<file path="src/rtl/clut_pkg.sv">
// Package: shared constants and the output pixel type for the colour
// lookup table. Assumes three equal-width colour channels per entry.
package clut_pkg;
    localparam int CLUT_CH_W  = 2;   // bits per channel inside an entry
    localparam int CLUT_OUT_W = 8;   // bits per channel on the display side

    typedef struct packed {
        logic [CLUT_OUT_W-1:0] blue;
        logic [CLUT_OUT_W-1:0] green;
        logic [CLUT_OUT_W-1:0] red;
    } rgb_t;
endpackage

</file>
<file path="src/rtl/clut_index.sv">
// Module: current-entry index register. Loads the index field, which the
// top has already sliced from the control byte, on a control write.
// Assumes the flag bits never reach this module.
module clut_index #(
    parameter int IDX_W = 4
) (
    input  logic             clk,
    input  logic             rst_n,
    input  logic             ctl_we,
    input  logic [IDX_W-1:0] idx_field,
    output logic [IDX_W-1:0] cur_idx
);
    // Hold the index; clear it on reset, load it on a control write.
    always_ff @(posedge clk) begin
        if (!rst_n)
            cur_idx <= '0;
        else if (ctl_we)
            cur_idx <= idx_field;
    end
endmodule

</file>
<file path="src/rtl/clut_table.sv">
// Module: colour table storage. One register per entry. It has one write
// port, a host read port and a display read port. Reads are combinational,
// so a read at an edge sees the contents from before any write at that edge.
// Assumes N_ENTRIES is a multiple of 4 so the grey defaults spread evenly.
module clut_table #(
    parameter int N_ENTRIES = 16,
    parameter int DATA_W    = 8,
    parameter int CH_W      = 2,
    localparam int IDX_W    = $clog2(N_ENTRIES)
) (
    input  logic                        clk,
    input  logic                        rst_n,
    input  logic                        we,
    input  logic [IDX_W-1:0]            widx,
    input  logic [DATA_W-1:0]           wdata,
    input  logic [IDX_W-1:0]            host_idx,
    input  logic [IDX_W-1:0]            disp_idx,
    output logic [DATA_W-1:0]           host_q,
    output logic [DATA_W-1:0]           disp_q,
    output logic [N_ENTRIES*DATA_W-1:0] flat_q
);
    localparam int LEVELS = 1 << CH_W;

    logic [DATA_W-1:0] entry [N_ENTRIES];

    for (genvar i = 0; i < N_ENTRIES; i++) begin : g_entry
        localparam int LVL = (i == 0) ? (LEVELS - 1) : (i * LEVELS) / N_ENTRIES;
        localparam logic [CH_W-1:0]   LVL_V = CH_W'(LVL);
        localparam logic [DATA_W-1:0] DEF_V = DATA_W'({LVL_V, LVL_V, LVL_V});

        // Per-entry register: grey default on reset, host byte on a matching write.
        always_ff @(posedge clk) begin
            if (!rst_n)
                entry[i] <= DEF_V;
            else if (we && (widx == IDX_W'(i)))
                entry[i] <= wdata;
        end

        // Expose the entry for the checker's view of the table.
        assign flat_q[i*DATA_W +: DATA_W] = entry[i];
    end

    // Independent combinational read ports.
    assign host_q = entry[host_idx];
    assign disp_q = entry[disp_idx];
endmodule

</file>
<file path="src/rtl/clut_expand.sv">
// Module: registered colour expansion. Scales each narrow channel field to
// the full output range and registers the result, giving one cycle of
// latency. Assumes the channels are packed red lowest, then green, then blue.
module clut_expand #(
    parameter int CH_W  = 2,
    parameter int OUT_W = 8,
    localparam int IN_W = 3 * CH_W
) (
    input  logic              clk,
    input  logic              rst_n,
    input  logic [IN_W-1:0]   fields,
    output clut_pkg::rgb_t    rgb
);
    localparam int SCALE = ((1 << OUT_W) - 1) / ((1 << CH_W) - 1);

    logic [OUT_W-1:0] chan_q [3];

    for (genvar c = 0; c < 3; c++) begin : g_chan
        logic [OUT_W-1:0] scaled;
        // Scale one channel field to the output width.
        always_comb scaled = OUT_W'(SCALE * int'(fields[c*CH_W +: CH_W]));

        // Register the scaled channel; zero on reset.
        always_ff @(posedge clk) begin
            if (!rst_n)
                chan_q[c] <= '0;
            else
                chan_q[c] <= scaled;
        end
    end

    // Pack the registered channels into the output struct.
    always_comb begin
        rgb.red   = chan_q[0];
        rgb.green = chan_q[1];
        rgb.blue  = chan_q[2];
    end
endmodule

</file>
<file path="src/rtl/clut16_rgb.sv">
// Module: top of the colour lookup table. The host side has an index/control
// byte and a data byte. The display side has a registered pixel-to-RGB
// lookup. Assumes the host issues at most one access of each kind per cycle.
// A same-cycle data write uses the index from before a same-cycle control write.
module clut16_rgb #(
    parameter int N_ENTRIES = 16,
    parameter int DATA_W    = 8,
    parameter int IDX_LSB   = 2,
    parameter int CH_W      = clut_pkg::CLUT_CH_W,
    parameter int OUT_W     = clut_pkg::CLUT_OUT_W,
    localparam int IDX_W    = $clog2(N_ENTRIES)
) (
    input  logic              clk,
    input  logic              rst_n,
    input  logic              host_ctl_we,
    input  logic              host_dat_we,
    input  logic [DATA_W-1:0] host_wdata,
    input  logic              host_rd_sel,
    output logic [DATA_W-1:0] host_rdata,
    input  logic [IDX_W-1:0]  pix_code,
    output logic [OUT_W-1:0]  rgb_red,
    output logic [OUT_W-1:0]  rgb_green,
    output logic [OUT_W-1:0]  rgb_blue
);
    logic [IDX_W-1:0]            cur_idx;
    logic [DATA_W-1:0]           host_q;
    logic [DATA_W-1:0]           disp_q;
    logic [N_ENTRIES*DATA_W-1:0] tbl_flat;
    clut_pkg::rgb_t              rgb;

    clut_index #(.IDX_W(IDX_W)) u_index (
        .clk       (clk),
        .rst_n     (rst_n),
        .ctl_we    (host_ctl_we),
        .idx_field (host_wdata[IDX_LSB +: IDX_W]),
        .cur_idx   (cur_idx)
    );

    clut_table #(
        .N_ENTRIES (N_ENTRIES),
        .DATA_W    (DATA_W),
        .CH_W      (CH_W)
    ) u_table (
        .clk      (clk),
        .rst_n    (rst_n),
        .we       (host_dat_we),
        .widx     (cur_idx),
        .wdata    (host_wdata),
        .host_idx (cur_idx),
        .disp_idx (pix_code),
        .host_q   (host_q),
        .disp_q   (disp_q),
        .flat_q   (tbl_flat)
    );

    clut_expand #(.CH_W(CH_W), .OUT_W(OUT_W)) u_expand (
        .clk    (clk),
        .rst_n  (rst_n),
        .fields (disp_q[3*CH_W-1:0]),
        .rgb    (rgb)
    );

    // Host read mux: the control byte reads as zero, the data byte as the entry.
    always_comb host_rdata = host_rd_sel ? host_q : '0;

    // Drive the display outputs from the registered struct.
    always_comb begin
        rgb_red   = rgb.red;
        rgb_green = rgb.green;
        rgb_blue  = rgb.blue;
    end
    // Entry bits above the colour fields do not take part in the expansion.
    logic unused_hi;
    always_comb unused_hi = ^disp_q[DATA_W-1:3*CH_W];
endmodule

</file>
<file path="config.mk">
export PLATFORM = sky130hd
export DESIGN_NAME = clut16_rgb
export DESIGN_NICKNAME = d
export VERILOG_FILES = /design/src/rtl/clut_pkg.sv /design/src/rtl/clut_index.sv /design/src/rtl/clut_table.sv /design/src/rtl/clut_expand.sv /design/src/rtl/clut16_rgb.sv
export SDC_FILE = /design/constraint.sdc
export NUM_CORES = 1
export LEC_CHECK = 0
export BUFFER_PORTS_ARGS = -buffer_cell sky130_fd_sc_hd__buf_2
export CAP_MARGIN = 20
export CORE_MARGIN = 4
export CORE_UTILIZATION = 54
export CTS_CLUSTER_DIAMETER = 200
export CTS_CLUSTER_SIZE = 8
export DETAILED_ROUTE_END_ITERATION = 10
export HOLD_SLACK_MARGIN = 0.08
export PLACE_DENSITY = 0.72
export SYNTH_ARGS = -nofsm -noshare
export SYNTH_HDL_FRONTEND = slang
export SYNTH_HIERARCHICAL = 1
export SYNTH_SLANG_ARGS = --single-unit
export TNS_END_PERCENT = 1
</file>
<file path="constraint.sdc">
create_clock -name clk -period 2.87 [get_ports clk]
set_input_delay 0.7175 -clock clk [delete_from_list [all_inputs] [get_ports clk]]
set_output_delay 0.7175 -clock clk [all_outputs]
set_load 0.1 [all_outputs]
</file>
==> summary.txt, run 1 <==
Floorplanning
  – IO Count: 49
  – Die area: 15400 µm²
  – Row count: 42
  – Die X-Extent: 124 µm
  – Die height: roughly 120 µm
  – Core Area: between 10000 and 15000 µm²
  – Starting Density: 0.551

Clocking
  – Clk_lat worst skew: 0.42 ns
  – Maximum buffer depth of the clock tree: 2
  – H-tree Lvls: 4
  – CTS Hold Bufs: 0
  – Clk sinks: 138
  – Clk slew on worst S/H paths: 0.06 ns
  – CTS tree: done
  – Clock Root Buffer: clkbuf_16
  – CTS Buf Count: 17

Detailed routing
  – Vias per inst: 6.49
  – Via Count: 4733
  – Wire per inst: 25.0 µm
  – Routed WL: 18.2 mm
  – # DRC: 0
  – ANT nets after route: 0
  – Starting DRT DRC Count: approximately 470
  – Drt pass-1 iters: 8

Setup path
  – CP Launch Type: register
  – Critical path type: register to primary output
  – Data arrival, critical path: 2.28 ns
  – Crit end category: primary output
  – CP Data Required Time: between 2 and 2.5 ns
  – Max FO, Critical Path: 7

Global route
  – GRT Total Usage: 0.243
  – Vias in the first global route: between 4000 and 5000
  – Initial antenna violation count: 0
  – Pin count of the biggest net entering global routing: between 40 and 50
  – Overflow after GRT: 0
  – First-pass GRT wire length: 28.3 mm

Finish
  – Layout Nets: 557
  – Non-filler instance count after layout: approximately 730
  – Layout Area Growth over Synthesis: 16.0%
  – Share of cells above drive strength 1: 0.304
  – FILL cells: between 900 and 1000
  – Antenna diodes: 0
  – Final Core Density: 0.640

STA
  – Measured slew at the worst slew-check pin: 1.04 ns
  – WHS: 0.637 ns
  – Endpoints failing setup: 8
  – Relative slew slack: 0.306
  – Clock Skews: around 0.0053 ns
  – Fin crit share: 1.04
  – Tmin final: about 3 ns
  – Min setup slack post-route: -0.124 ns
  – Max-slew violations: 0
  – Fin. Hold Viols: 0
  – Fmax: ~330 MHz
  – RSZ-0062 raised after global routing: true

Power and ir drop
  – Int Pwr: 3.93 mW
  – Sw frac: 0.269
  – Leak: around 2.8 nW
  – Comb power frac: 0.160
  – Sequential Power Share: 0.426
  – Clock power share: 0.414
  – VDD IR-drop max: roughly 440 µV
  – Sw power: about 1.5 mW
  – Final Power: about 5.4 mW
  – Pwr dens: 635 nW/µm²

Placement
  – Gpl congestion: 0.854
  – DP Cell Count: 693
  – IO Port Bufs: 48
  – HPWL Detailed: 11.5 mm

Synthesis
  – Mean Syn Cell Area: 14.5 µm²
  – Post-Syn Area: 7300 µm²
  – Synth warn: 6
  – Mapped Nets: 520
  – Synthesized netlist cell count: 503

Hold path
  – HP Class: register to register

Run
  – Max Cap Violations: 0

Run status
  – Outcome: finished with violations
  – Failing checks: negative setup slack
[through the flow]
stage,area (µm²),setup TNS (ns),setup slack [ns]
3_3_place_gp,7640,0,0.187
6_report,8470,-0.378,-0.124
4_1_cts,8470,-0.499,-0.0839
2_1_floorplan,7300,0,0.239
3_5_place_dp,7640,0,0.154
5_1_grt,8470,-0.935,-0.164
[registers in the layout (all words and copies together) (netlist names)]
signal / flops
u_table/entry: 128
u_expand/chan_q: 6
u_index/cur_idx: 4
[final timing paths]
path / from / end / slack, ns / cells after the start
min: u_index/cur_idx[2]$_SDFFE_PN0P_ / u_index/cur_idx[2]$_SDFFE_PN0P_ / 0.64 / 2
min reg2reg: u_index/cur_idx[2]$_SDFFE_PN0P_ / u_index/cur_idx[2]$_SDFFE_PN0P_ / 0.64 / 2
max: u_index/cur_idx[0]$_SDFFE_PN0P_ / host_rdata[0] / -0.12 / 7
max reg2reg: u_index/cur_idx[0]$_SDFFE_PN0P_ / u_table/entry[4][4]$_SDFFCE_PN1P_ / 0.50 / 6
[critical path, cell delays in order, from the launching register on]
cell	delay, ns
dfxtp_4	0.39
buf_12	0.14
buf_16	0.14
mux4_2	0.54
a22oi_2	0.21
nand2_1	0.07
and2_1	0.18
buf_8	0.17
[cells in the final DEF, fill, tap and decap left out, drive strengths merged]
cell type    n
edfxtp     128
buf         85
and2        58
mux4        56
or3         54
nor3        30
a22oi       28
clkbuf      21
o21ai       16
nor2        15
nand2       15
dfxtp       10
nor2b        6
clkinv       5
mux2i        4
bufinv       3
clkinvlp     3
and2b        2
nand3b       2
nand2b       2
inv          2
nand4b       2
or2          2
or3b         1
nand3        1
nand4        1
nand4bb      1
[layout make-up]
| type | count | area (µm²) | share of cell area |
|---|---|---|---|
| sequential | 138 | 4050 | 0.478 |
| clock inverter | 11 | 145 | 0.0171 |
| timing repair buffer | 85 | 742 | 0.0876 |
| tap | 176 | 220 | 0.0260 |
| multi-input combinational | 296 | 2850 | 0.336 |
| clock buffer | 21 | 460 | 0.0543 |
| inverter | 2 | 7.51 | 0.000886 |
[repair_timing]
| action | CTS | global route |
|---|---|---|
| endpoints found under the hold margin | 0 | 0 |
| gates cloned | 3 | 0 |
| pin swaps | 4 | 3 |
| endpoints found under the setup margin | 8 | 8 |
| gates resized for setup | 55 | 5 |
| setup buffers | 1 | 0 |
[power by group through the flow]
stage | clock network (mW) | logic, mW | registers, mW
final | 2.23 | 0.862 | 2.29
after global routing | 2.34 | 0.896 | 2.30
after floorplan | 0 | 0.565 | 2.37
after detailed placement | 0 | 0.774 | 2.33
after global placement | 0 | 0.765 | 2.32
after CTS | 2.25 | 0.854 | 2.29
[layer usage]
metal  share of wire  vias up  track usage
met1            0.38     2401        0.311
met5               0        -            0
met3           0.094       33       0.0613
li1                -     2028            -
met4           0.024        0        0.109
met2            0.50      271        0.395
(Power assumes the default switching activity.)
==> run 2, diff against run 1 <==
- CORE_MARGIN: 4 -> default
==> run 2 against run 1 <==
Against the previous run: the flow still finishes with violations (negative setup slack); via count grew 0.34%; register-to-register slack gained 0.18 ns; flip-flop and latch count is the same; die area shrank 9.4%; critical path type unchanged; critical endpoint is now host_rdata[4].
==> summary.txt, run 2 (synthesized netlist as in run 1, its figures left out) <==
Clocking
  – Clk sinks: 138
  – Clk_lat worst skew: 0.42 ns
  – Maximum buffer depth of the clock tree: 2
  – CTS Hold Bufs: 0
  – Clock Root Buffer: clkbuf_16
  – CTS Buf Count: 17
  – Clk slew on worst S/H paths: approximately 0.050 ns
  – CTS tree: done
  – H-tree Lvls: 4

Global route
  – Initial antenna violation count: 0
  – GR Util met3: 0.0594
  – Pin count of the biggest net entering global routing: 27
  – Busiest grt layer: met2
  – First-pass GRT wire length: 26.9 mm
  – Met2 Resource Use GR: 0.425
  – Overflow after GRT: 0
  – Vias in the first global route: 4727
  – Met1 Use GR: 0.355
  – GRT Total Usage: 0.267

Power and ir drop
  – Sw power: about 1.4 mW
  – Clock power share: 0.415
  – Sequential Power Share: 0.426
  – Comb power frac: 0.159
  – Pwr dens: 628 nW/µm²
  – VDD IR-drop max: ~390 µV
  – Int Pwr: approximately 4.0 mW
  – Leak: 2.84 nW
  – Sw frac: 0.261

Detailed routing
  – Routed WL: 17.8 mm
  – Drt pass-1 iters: 5
  – Via Count: about 4700
  – Wire per inst: 24.0 µm
  – Starting DRT DRC Count: 441
  – ANT nets after route: 0
  – Vias per inst: 6.40
  – # DRC: 0

Floorplanning
  – Starting Density: 0.554
  – IO Count: 49
  – Die area: 14000 µm²
  – Die height: roughly 120 µm
  – Core Area: 13200 µm²
  – Row count: 42
  – Die X-Extent: 118 µm

Placement
  – DP Cell Count: 700
  – Gpl congestion: 0.836
  – HPWL Detailed: 11.9 mm
  – IO Port Bufs: 48
  – Pre-CTS setup slack: 0.161 ns
  – Placed cell areas: 7690 µm²

Finish
  – Final Core Density: 0.650
  – Layout Nets: 570
  – Layout Area Growth over Synthesis: 17.4%
  – Max FFs per register: between 100 and 150
  – Biggest register: u_table/entry
  – Most frequent cells in the layout: 128 x edfxtp_1, 55 x and2_1, 54 x or3_1, 40 x buf_2, 40 x buf_4
  – Share of cells above drive strength 1: 0.309
  – Non-filler instance count after layout: 742
  – Post-route cell area: 8570 µm²
  – Commonest non-fill, non-tap cell in the layout: edfxtp_1
  – Antenna diodes: 0
  – Largest registers: u_table/entry x128, u_expand/chan_q x6, u_index/cur_idx x4
  – FILL cells: a little over 900

Hold path
  – HP Class: register to register
  – Hold path endpoint: u_index/cur_idx[2]$_SDFFE_PN0P_
  – Hold Crit Depth: 2
  – Hold_sp: u_index/cur_idx[2]$_SDFFE_PN0P_

Setup path
  – R2R setup slack: 0.68 ns
  – Crit end category: primary output
  – CP Data Required Time: about 2.2 ns
  – Critical path type: register to primary output
  – Reg2Reg Depth: 5
  – RR Endpoint: u_table/entry[2][4]$_SDFFCE_PN0P_
  – Slowest cell on crit path: mux4_1
  – CP Launch Type: register
  – RR Startpoint: u_index/cur_idx[0]$_SDFFE_PN0P_
  – Cell Chain, Critical Path: buf_4 -> clkbuf_16 -> mux4_1 -> a22oi_2 -> nand2_1 -> and2_1 -> buf_6
  – Data arrival, critical path: 2.26 ns
  – Slowest stage delay, CP: 0.57 ns
  – Max FO, Critical Path: 5

STA
  – RSZ-0062 raised after global routing: true
  – Fin. Hold Viols: 0
  – Max-slew violations: 0
  – WHS: 0.653 ns
  – Min setup slack post-route: -0.108 ns
  – Endpoints failing setup: 7
  – Clock Skews: 0.00648 ns
  – Fmax: 336 MHz
  – Fin crit share: 1.04
  – Measured slew at the worst slew-check pin: 0.777 ns
  – Relative slew slack: 0.481
  – Tmin final: slightly below 3 ns

Run
  – Max Cap Violations: 0

Run status
  – Failing checks: negative setup slack
  – Outcome: finished with violations
## run 2: changes by cell type in the layout (fill, tap and decap cells not counted), sizes merged
cell	previous run	this run
clkinvlp	3	1
buf	85	96
clkinv	5	4
clkbuf	21	26
## run 2: final cells by class
| cell class | count | area, µm² | area share |
|---|---|---|---|
| repair buffers | 98 | 805 | 0.0939 |
| clock inverters | 8 | 116 | 0.0136 |
| multi-input cells | 296 | 2880 | 0.336 |
| flip-flops and latches | 138 | 4050 | 0.472 |
| well taps | 176 | 220 | 0.0257 |
| inverters | 2 | 7.51 | 0.000876 |
| clock buffers | 24 | 492 | 0.0574 |
## run 2: what timing repair did
| item | in CTS | in global routing |
|---|---|---|
| gates resized for setup | 22 | 34 |
| setup endpoints to repair | 8 | 8 |
| pin swaps | 1 | 7 |
| buffers inserted | 1 | 7 |
| cloned | 0 | 2 |
## run 2: worst max-delay path, delay by kind of cell, from the launching register on
| kind | cells | cell delay [ns] |
|---|---|---|
| AOI/OAI and AO/OA | 1 | 0.22 |
| muxes | 1 | 0.57 |
| and+or+nand+nor | 2 | 0.24 |
| DFF | 1 | 0.36 |
| buffers and inverters | 3 | 0.44 |
## run 2: how the worst max path moves through the flow
stage,end,startpoint,slack (ns),cells after the start
floorplan,host_rdata[1],u_index/cur_idx[0]$_SDFFE_PN0P_,0.24,6
global route,host_rdata[5],u_index/cur_idx[0]$_SDFFE_PN0P_,-0.16,8
finish,host_rdata[4],u_index/cur_idx[0]$_SDFFE_PN0P_,-0.11,7
CTS,host_rdata[0],u_index/cur_idx[0]$_SDFFE_PN0P_,-0.11,6
detailed placement,host_rdata[3],u_index/cur_idx[0]$_SDFFE_PN0P_,0.16,6
global placement,host_rdata[4],u_index/cur_idx[0]$_SDFFE_PN0P_,0.17,6
## run 2: stage by stage
stage	total power, mW	setup TNS, ns
after floorplan	2.94	0
after CTS	5.34	-0.632
after detailed placement	3.10	0
after global routing	5.52	-1.07
after global placement	3.09	0
final	5.38	-0.652
## run 2: layer usage
layer,vias up,wire (µm)
li1,2063,-
met1,2375,6860
met2,269,8740
met3,42,1780
met4,0,444
met5,-,0
## run 2: power groups by stage
stage          sequential (mW)  combinational [mW]  clock [mW]
3_3_place_gp              2.33               0.760           0
3_5_place_dp              2.34               0.768           0
2_1_floorplan             2.37               0.565           0
4_1_cts                   2.30               0.792        2.26
6_report                  2.29               0.855        2.23
5_1_grt                   2.30               0.890        2.34
